==> src/rtl/intc_pkg.sv <==
package intc_pkg;
  localparam int IDX_W = 3;
  localparam int NUM_IN = 1 << IDX_W;

  typedef struct packed {
    logic             ackFire;
    logic [IDX_W-1:0] ackIdx;
    logic             eoiFire;
    logic [IDX_W-1:0] eoiIdx;
  } ctrlStrb_t;
endpackage

==> src/rtl/intc_datapath.sv <==
module intc_datapath
  import intc_pkg::*;
#(
  parameter int DATA_W = 8
) (
  input  logic              clk,
  input  logic              rst_n,
  input  logic [NUM_IN-1:0] irqIn,
  input  logic              cfgWe,
  input  logic [1:0]        cfgAddr,
  input  logic [DATA_W-1:0] cfgData,
  input  ctrlStrb_t         strb,
  output logic [NUM_IN-1:0] pendReg,
  output logic [NUM_IN-1:0] isrReg,
  output logic [NUM_IN-1:0] maskReg,
  output logic              rotMode,
  output logic [IDX_W-1:0]  topPtr,
  output logic [DATA_W-1:0] vecOut,
  output logic              vecValid
);
  logic [NUM_IN-1:0] syncA, syncB, lastLvl, riseHit;
  logic [NUM_IN-1:0] ackSet, eoiClr;
  logic [DATA_W-1:0] baseReg;

  assign riseHit = syncB & ~lastLvl;

  generate
    for (genvar g = 0; g < NUM_IN; g++) begin : g_bit
      assign ackSet[g] = strb.ackFire && (strb.ackIdx == IDX_W'(g));
      assign eoiClr[g] = strb.eoiFire && (strb.eoiIdx == IDX_W'(g));
    end
  endgenerate

  always_ff @(posedge clk or negedge rst_n) begin
    if (!rst_n) begin
      syncA    <= '0;
      syncB    <= '0;
      lastLvl  <= '0;
      pendReg  <= '0;
      isrReg   <= '0;
      maskReg  <= '1;
      rotMode  <= 1'b0;
      topPtr   <= '0;
      baseReg  <= '0;
      vecOut   <= '0;
      vecValid <= 1'b0;
    end else begin
      syncA    <= irqIn;
      syncB    <= syncA;
      lastLvl  <= syncB;
      pendReg  <= (pendReg & ~ackSet) | riseHit;
      isrReg   <= (isrReg & ~eoiClr) | ackSet;
      vecValid <= strb.ackFire;
      if (strb.ackFire) vecOut <= baseReg + DATA_W'(strb.ackIdx);
      if (strb.eoiFire && rotMode) topPtr <= strb.eoiIdx + 1'b1;
      if (cfgWe) begin
        case (cfgAddr)
          2'd0: maskReg <= cfgData[NUM_IN-1:0];
          2'd1: rotMode <= cfgData[0];
          2'd2: baseReg <= cfgData;
          default: ;
        endcase
      end
    end
  end
endmodule

==> src/rtl/intc_control.sv <==
module intc_control
  import intc_pkg::*;
(
  input  logic [NUM_IN-1:0] pendReg,
  input  logic [NUM_IN-1:0] isrReg,
  input  logic [NUM_IN-1:0] maskReg,
  input  logic              rotMode,
  input  logic [IDX_W-1:0]  topPtr,
  input  logic              ackIn,
  input  logic              cfgWe,
  input  logic [1:0]        cfgAddr,
  output logic              intReq,
  output ctrlStrb_t         strb
);
  logic [NUM_IN-1:0] cand;
  logic [IDX_W-1:0]  effTop, idx;
  logic [IDX_W-1:0]  candIdx, candRank, isrIdx, isrRank;
  logic              candAny, isrAny;

  assign cand   = pendReg & ~maskReg;
  assign effTop = rotMode ? topPtr : '0;

  always_comb begin
    candAny = 1'b0; candIdx = '0; candRank = '0;
    isrAny  = 1'b0; isrIdx  = '0; isrRank  = '0;
    idx     = '0;
    for (int r = NUM_IN - 1; r >= 0; r--) begin
      idx = effTop + r[IDX_W-1:0];
      if (cand[idx]) begin
        candAny = 1'b1; candIdx = idx; candRank = r[IDX_W-1:0];
      end
      if (isrReg[idx]) begin
        isrAny = 1'b1; isrIdx = idx; isrRank = r[IDX_W-1:0];
      end
    end
  end

  assign intReq       = candAny && (!isrAny || candRank < isrRank);
  assign strb.ackFire = ackIn && intReq;
  assign strb.ackIdx  = candIdx;
  assign strb.eoiFire = cfgWe && (cfgAddr == 2'd3) && isrAny;
  assign strb.eoiIdx  = isrIdx;
endmodule

==> src/rtl/prio_intc.sv <==
module prio_intc
  import intc_pkg::*;
#(
  parameter int DATA_W = 8
) (
  input  logic              clk,
  input  logic              rst_n,
  input  logic [NUM_IN-1:0] irqIn,
  input  logic              cfgWe,
  input  logic [1:0]        cfgAddr,
  input  logic [DATA_W-1:0] cfgData,
  input  logic              ackIn,
  output logic              intReq,
  output logic [DATA_W-1:0] vecOut,
  output logic              vecValid
);
  ctrlStrb_t         strb;
  logic [NUM_IN-1:0] pendReg, isrReg, maskReg;
  logic              rotMode;
  logic [IDX_W-1:0]  topPtr;

  intc_control ctrl_i (
    .pendReg(pendReg), .isrReg(isrReg), .maskReg(maskReg),
    .rotMode(rotMode), .topPtr(topPtr), .ackIn(ackIn),
    .cfgWe(cfgWe), .cfgAddr(cfgAddr), .intReq(intReq), .strb(strb)
  );

  intc_datapath #(.DATA_W(DATA_W)) dp_i (
    .clk(clk), .rst_n(rst_n), .irqIn(irqIn), .cfgWe(cfgWe),
    .cfgAddr(cfgAddr), .cfgData(cfgData), .strb(strb),
    .pendReg(pendReg), .isrReg(isrReg), .maskReg(maskReg),
    .rotMode(rotMode), .topPtr(topPtr), .vecOut(vecOut), .vecValid(vecValid)
  );
endmodule

==> config.mk <==
export PLATFORM = sky130hd
export DESIGN_NAME = prio_intc
export DESIGN_NICKNAME = d
export VERILOG_FILES = /design/src/rtl/intc_pkg.sv /design/src/rtl/intc_datapath.sv /design/src/rtl/intc_control.sv /design/src/rtl/prio_intc.sv
export SDC_FILE = /design/constraint.sdc
export NUM_CORES = 1
export LEC_CHECK = 0
export BUFFER_PORTS_ARGS = -buffer_cell sky130_fd_sc_hd__buf_2
export CORE_MARGIN = 2
export CORE_UTILIZATION = 30
export CTS_CLUSTER_DIAMETER = 30
export CTS_CLUSTER_SIZE = 16
export DETAILED_ROUTE_END_ITERATION = 8
export PLACE_DENSITY = 0.54
export SLEW_MARGIN = 20
export SYNTH_ARGS = -nofsm -noshare
export SYNTH_HDL_FRONTEND = slang
export SYNTH_SLANG_ARGS = --single-unit
==> constraint.sdc <==
create_clock -name clk -period 4.61 [get_ports clk]
set_clock_uncertainty 0.2 [all_clocks]
set_input_delay 0.6915 -clock clk [delete_from_list [all_inputs] [get_ports clk]]
set_output_delay 0.6915 -clock clk [all_outputs]
set_load 0.01 [all_outputs]
---- Word-level counts from Yosys, hierarchy flattened ----
Index checks and enable logic that the tools add are counted.
operators by class
  reduce and logical (&&, ||, !) cells .... 29
  mux-type cells .......................... 81
  equality and inequality tests ........... 17
  order comparisons ....................... 9
  bitwise gates (word level) .............. 10
  $add $sub $neg .......................... 9
operators by type and width
  operator             number
  $mux 3               33
  $bmux 1 s3           16
  $and 8x8->8          4
  $lt 3x4->1 const B   8
  $mux 1               32
  $not 8->8            4
  $eq 3x3->1 const B   8
  $logic_and 1x1->1    21
  $or 8x8->8           2
  $add 3x3->3 const B  4
  $eq 3x2->1 const B   4
  $add 8x3->8          1
  $add 3x1->3 const B  2
  $add 3x2->3 const B  2
  $eq 3x1->1 const B   2
  $logic_not 3->1      2
  $reduce_and 2->1     3
  $eq 2x2->1 const B   2
  $lt 3x3->1           1
  $eq 2x1->1 const B   1
  $logic_not 2->1      1
  $logic_not 1->1      1
  $logic_or 1x1->1     1
word-level totals
  output and inout bits ................... 10
  word-level logic and storage cells ...... 166
  input bits .............................. 22
  register bits ........................... 69

---- Longest topological paths before layout ----
  word-level depth ........................ 20
  depth in mapped cells ................... 21
  depth with buffers taken out ............ 17

---- Hierarchy ----
Synthesis repeated with hierarchy kept, for this count alone.
unflattened totals
  cells, all modules ...................... 459
  area, all modules ....................... 4842.1 um^2
by module, submodules not included
  module         times used  cells each  area an instance (um^2)  seq. area each (um^2)
  intc_datapath  1           209         2701.3                   1736.7
  intc_control   1           250         2140.8                   0.0

---- Worst setup path after synthesis ----
Ideal clock, no wire load.
  path kind ............................... register to register
  start point ............................. reg dp_i.rotMode
  end point ............................... reg dp_i.vecOut[1]
  path buffers ............................ 4
  path slack .............................. 0.018 ns
  cell stages (with the launch flop) ...... 20
  clock period less this slack ............ 4.592 ns
  data required time ...................... 4.283 ns
  library setup time ...................... 0.127 ns
  arrival ................................. 4.265 ns
  cell sequence ........................... dfrtp_1 > and2_1 > buf_2 > inv_1 > clkbuf_1 > ha_1 > clkbuf_1 > inv_1 > mux4_2 > or4b_4 > nand2_1 > ha_1 > a21o_1 > a211oi_1 > o31a_1 > a21oi_2 > or2_1 > buf_2 > inv_4 > mux2_1
RTL lines
  item                    line                 RTL
  start, declared         intc_datapath.sv:16  output logic rotMode,
  start signal, assigned  intc_datapath.sv:59  2'd1: rotMode <= cfgData[0];
  end signal, assigned    intc_datapath.sv:54  if (strb.ackFire) vecOut <= baseReg + DATA_W'(strb.ackIdx);
  end, declared           intc_datapath.sv:18  output logic [DATA_W-1:0] vecOut,

---- Worst setup path after layout ----
  start point ............................. reg dp_i.rotMode
  end point ............................... out intReq
between the ends
  longest elaborated chain between the ends .. 15
  elaborated cells between the ends (all ways) .. 76
  those cells by class .................... add/sub (7); order compare (1); mux (65); reduce/logical (3)
ends and longest elaborated chain
  item                                           line                                    RTL
  $mux 3 *                                       intc_control.sv:21                      assign effTop = rotMode ? topPtr : '0;
  $add 3x3->3                                    intc_control.sv:28                      idx = effTop + r[IDX_W-1:0];
  $bmux 1 s3, on equally long branches           intc_control.sv:29, intc_control.sv:32
  $mux 1, on equally long branches               intc_control.sv:29, intc_control.sv:32
  $mux 3 (tied with other cells) (8 in a row)    intc_control.sv:29                      if (cand[idx]) begin
  $lt 3x3->1 or $logic_not 1->1 (tied branches)  intc_control.sv:38                      assign intReq = candAny && (!isrAny || candRank < isrRank);
  $logic_or 1x1->1                               intc_control.sv:38
  $logic_and 1x1->1 *                            intc_control.sv:38
  end, declared                                  prio_intc.sv:13                         output logic intReq,
Mark *: on every way between the ends. The rest lies on a longest branch, timed or not. The select of a mux whose other input is x is not followed.

==> impl_metrics.json <==
{
  "p_comb_frac": 0.715,
  "ff2ff_setup_slack_ns": 0.27,
  "swShare": 0.4668,
  "htree_levels": 3,
  "crit_cells": 13,
  "synthesis.nets": 520,
  "yosys.area_share.simple": 0.1338,
  "yosysMostFrequentCell": "dfrtp_1",
  "p_int_mw": 2.892,
  "dp.cells": 739,
  "netlist_top_cells_area": "dfrtp_1 (31%), mux4_2 (10%), mux2_2 (5.5%), dfstp_2 (4.3%), o21ai_0 (4.2%)",
  "endpoint": "intReq",
  "share_seq_of_total_power": 0.167,
  "synth-async-reset-ratio": 1.000,
  "hold_viol": 0,
  "synth_common_cells": "dfrtp_1 (61), o21ai_0 (41), inv_1 (31), nand2_1 (31), mux2_2 (24)",
  "cts_tree": "built",
  "cp-start-kind": "flip-flop",
  "report.final.slew_viol_count": 0,
  "netSwitchingPower_mw": 2.532,
  "r2r_cells": 15,
  "r2r-start": "dp_i.rotMode$_DFFE_PN0P_",
  "cp_max_fo": 7,
  "yosys_register_bits": 69,
  "diodes": 0,
  "io_pins": 32,
  "max_cap_viol_count": 0,
  "finish.net_count": 585,
  "crit_buf_inv": 2,
  "rows": 46,
  "critical_path_class": "reg -> out",
  "die_x_um": 131.9,
  "worstSkewPairLatency_ns": 0.33,
  "synth_flop_cell": "dfrtp_1",
  "cp-end-kind": "output port",
  "hold_path_class": "reg -> reg",
  "drc_errors": 0,
  "slowest_stage": "or4b_4",
  "min_period_ns": 4.496,
  "clock_power_share": 0.118,
  "initial_core_util": 0.3079,
  "antenna_left": 0,
  "synth_area_sq_mm": 0.004908,
  "cts_buffers": 9,
  "finalPower_mw": 5.424,
  "drive_gt1_frac": 0.3135,
  "tns_ns": 0,
  "synthCells": 485,
  "core_area_sq_mm": 0.01594,
  "antenna_found_initial": 0,
  "vias": 4270,
  "die_y_um": 131.9,
  "overflow": 0,
  "wire_per_inst_um": 19.52,
  "p_per_area_mw_per_mm2": 890.1,
  "grt_max_degree": 45,
  "cp-startpoint": "dp_i.rotMode$_DFFE_PN0P_",
  "synth_area_leader_cell": "dfrtp_1",
  "dr.first_iter.drc_count": 445,
  "vdd_ir_drop_max_uv": 342.5,
  "synth_top_family_by_area": "compound AO/OA/AOI/OAI gates",
  "synthAdderAreaFrac": 0.03467,
  "fill_cells": 1583,
  "synth_xor_area_frac": 0.01606,
  "syn2layout_area_growth_pct": 24.14,
  "viasPerCell": 5.538,
  "stdcell_area_sq_mm": 0.006093,
  "status": "finished clean",
  "post-dp-hpwl_um": 11210,
  "root_buffer": "clkbuf_16",
  "clkSinkCount": 69,
  "synth_warnings": 0,
  "crit_chain": "and2_4 > buf_12 > mux2_2 > mux4_2 > or4b_4 > nand2_4 > ha_4 > a21o_1 > a211oi_2 > o31a_1 > a21oi_2 > nor2_1 > buf_2",
  "synth_compound_area_frac": 0.2149,
  "gp_congestion": 0.9166,
  "critPathArrivalTime_ns": 3.60,
  "leakage_nw": 2.620,
  "slew_headroom": 0.5353,
  "final_cells": 771,
  "synthMuxAreaShare": 0.1963,
  "fmax_mhz": 222.4,
  "dr.pass1.iters": 5,
  "grt_pass1_vias": 4183,
  "period_share": 0.9752,
  "routed_wl_um": 15050,
  "placed_cell_area_sq_mm": 0.005458,
  "yosysTopAreaCellShare": 0.3110,
  "grt_usage": 0.1721,
  "ys_seq_area_frac": 0.3538,
  "clkSlewWorstSetupHoldPaths_ns": 0.05,
  "synth_cell_types": 69,
  "setup_viol": 0,
  "port_buffers": 31,
  "r2r-end": "dp_i.pendReg[2]$_DFF_PN0_",
  "cp_top_family": "simple AND/OR/NAND/NOR gates",
  "rsz0062_at_grt": "false",
  "synth_edf_count": 0,
  "worstPathRequired_ns": 3.72,
  "tightest_slew_ns": 0.6912,
  "avgSynthCellArea_sq_um": 10.12,
  "slowest_delay_ns": 0.59,
  "grt_pass1_wl_um": 23490,
  "ctsLongestPathBuffers": 2,
  "dieArea_sq_mm": 0.01740
}
final cells by class:
class	instances	area (sq um)	share of cell area
clock inverters	3	20.02	0.003285
clock buffers	13	260.3	0.04271
repair buffers	79	650.6	0.1068
multi-input cells	358	3024	0.4963
inverters	33	131.4	0.02156
well taps	216	270.3	0.04435
flip-flops and latches	69	1737	0.2850
how the worst min path moves through the flow:
stage | slack [ns] | from | endpoint | cells after the start
after floorplan | 0.13 | dp_i.syncA[0]$_DFF_PN0_ | dp_i.syncB[0]$_DFF_PN0_ | 0
after global placement | 0.13 | dp_i.syncA[7]$_DFF_PN0_ | dp_i.syncB[7]$_DFF_PN0_ | 0
after detailed placement | 0.14 | dp_i.syncA[0]$_DFF_PN0_ | dp_i.syncB[0]$_DFF_PN0_ | 0
after CTS | 0.15 | dp_i.syncA[6]$_DFF_PN0_ | dp_i.syncB[6]$_DFF_PN0_ | 0
after global routing | 0.15 | dp_i.syncA[7]$_DFF_PN0_ | dp_i.syncB[7]$_DFF_PN0_ | 0
final | 0.15 | dp_i.syncA[6]$_DFF_PN0_ | dp_i.syncB[6]$_DFF_PN0_ | 0
layer usage:
metal | track usage | wire (um) | vias up
met5 | 0 | 0 | -
met4 | 0.06582 | 394 | 0
met3 | 0.03652 | 989 | 30
met2 | 0.2639 | 7032 | 164
met1 | 0.2379 | 6631 | 2103
li1 | - | - | 1973
flip-flops by register name, summed over array words and instances, names as in the netlist:
signal	count
dp_i.baseReg	8
dp_i.isrReg	8
dp_i.lastLvl	8
dp_i.maskReg	8
dp_i.pendReg	8
dp_i.syncA	8
dp_i.syncB	8
dp_i.vecOut	8
dp_i.topPtr	3
dp_i.rotMode	1
dp_i.vecValid	1
power groups by stage:
| stage | Combinational (mW) | Sequential [mW] | Clock [mW] |
|---|---|---|---|
| after floorplan | 2.37 | 0.865 | 0 |
| after global placement | 3.48 | 0.901 | 0 |
| after detailed placement | 3.49 | 0.909 | 0 |
| after CTS | 3.63 | 0.903 | 0.649 |
| after global routing | 4.19 | 0.929 | 0.677 |
| final | 3.88 | 0.907 | 0.638 |
cell usage in the layout, fill, tap and decap left out, types with 8 or more instances in the layout:
master and n:
buf_2 30, clkbuf_16 10, a21oi_1 16, nand3_1 14, nand2_1 29, nand2b_1 8
nor2b_1 12, ha_1 10, dfrtp_1 61, mux2_2 22, dfstp_2 8, o221ai_1 15
nor2_1 21, inv_1 31, mux2i_1 12, o21ai_0 41, mux4_2 22, buf_4 40
cell families after synthesis:
family | Yosys count
DFF | 69
adders and majority gates | 13
muxes | 64
AOI/OAI and AO/OA | 151
buffers and inverters | 58
xor gates and xnor gates | 9
and+or+nand+nor | 121
through the flow:
stage | util | hold WS, ns | worst slack (ns)
after global routing | 0.3822 | 0.1525 | 0.001971
final | 0.3822 | 0.1462 | 0.1143
after detailed placement | 0.3423 | 0.1364 | 0.06412
after floorplan | - | 0.1312 | 0.01784
after global placement | 0.3420 | 0.1327 | 0.1651
after CTS | 0.3692 | 0.1491 | 0.005068
timing repair:
action | in CTS | in global routing
hold buffers | 0 | 0
setup endpoints to repair | 1 | 1
buffers inserted | 1 | 12
pin swaps | 2 | 9
gates resized for setup | 21 | 20
cloned | 2 | 1
(Power assumes the default switching activity.)
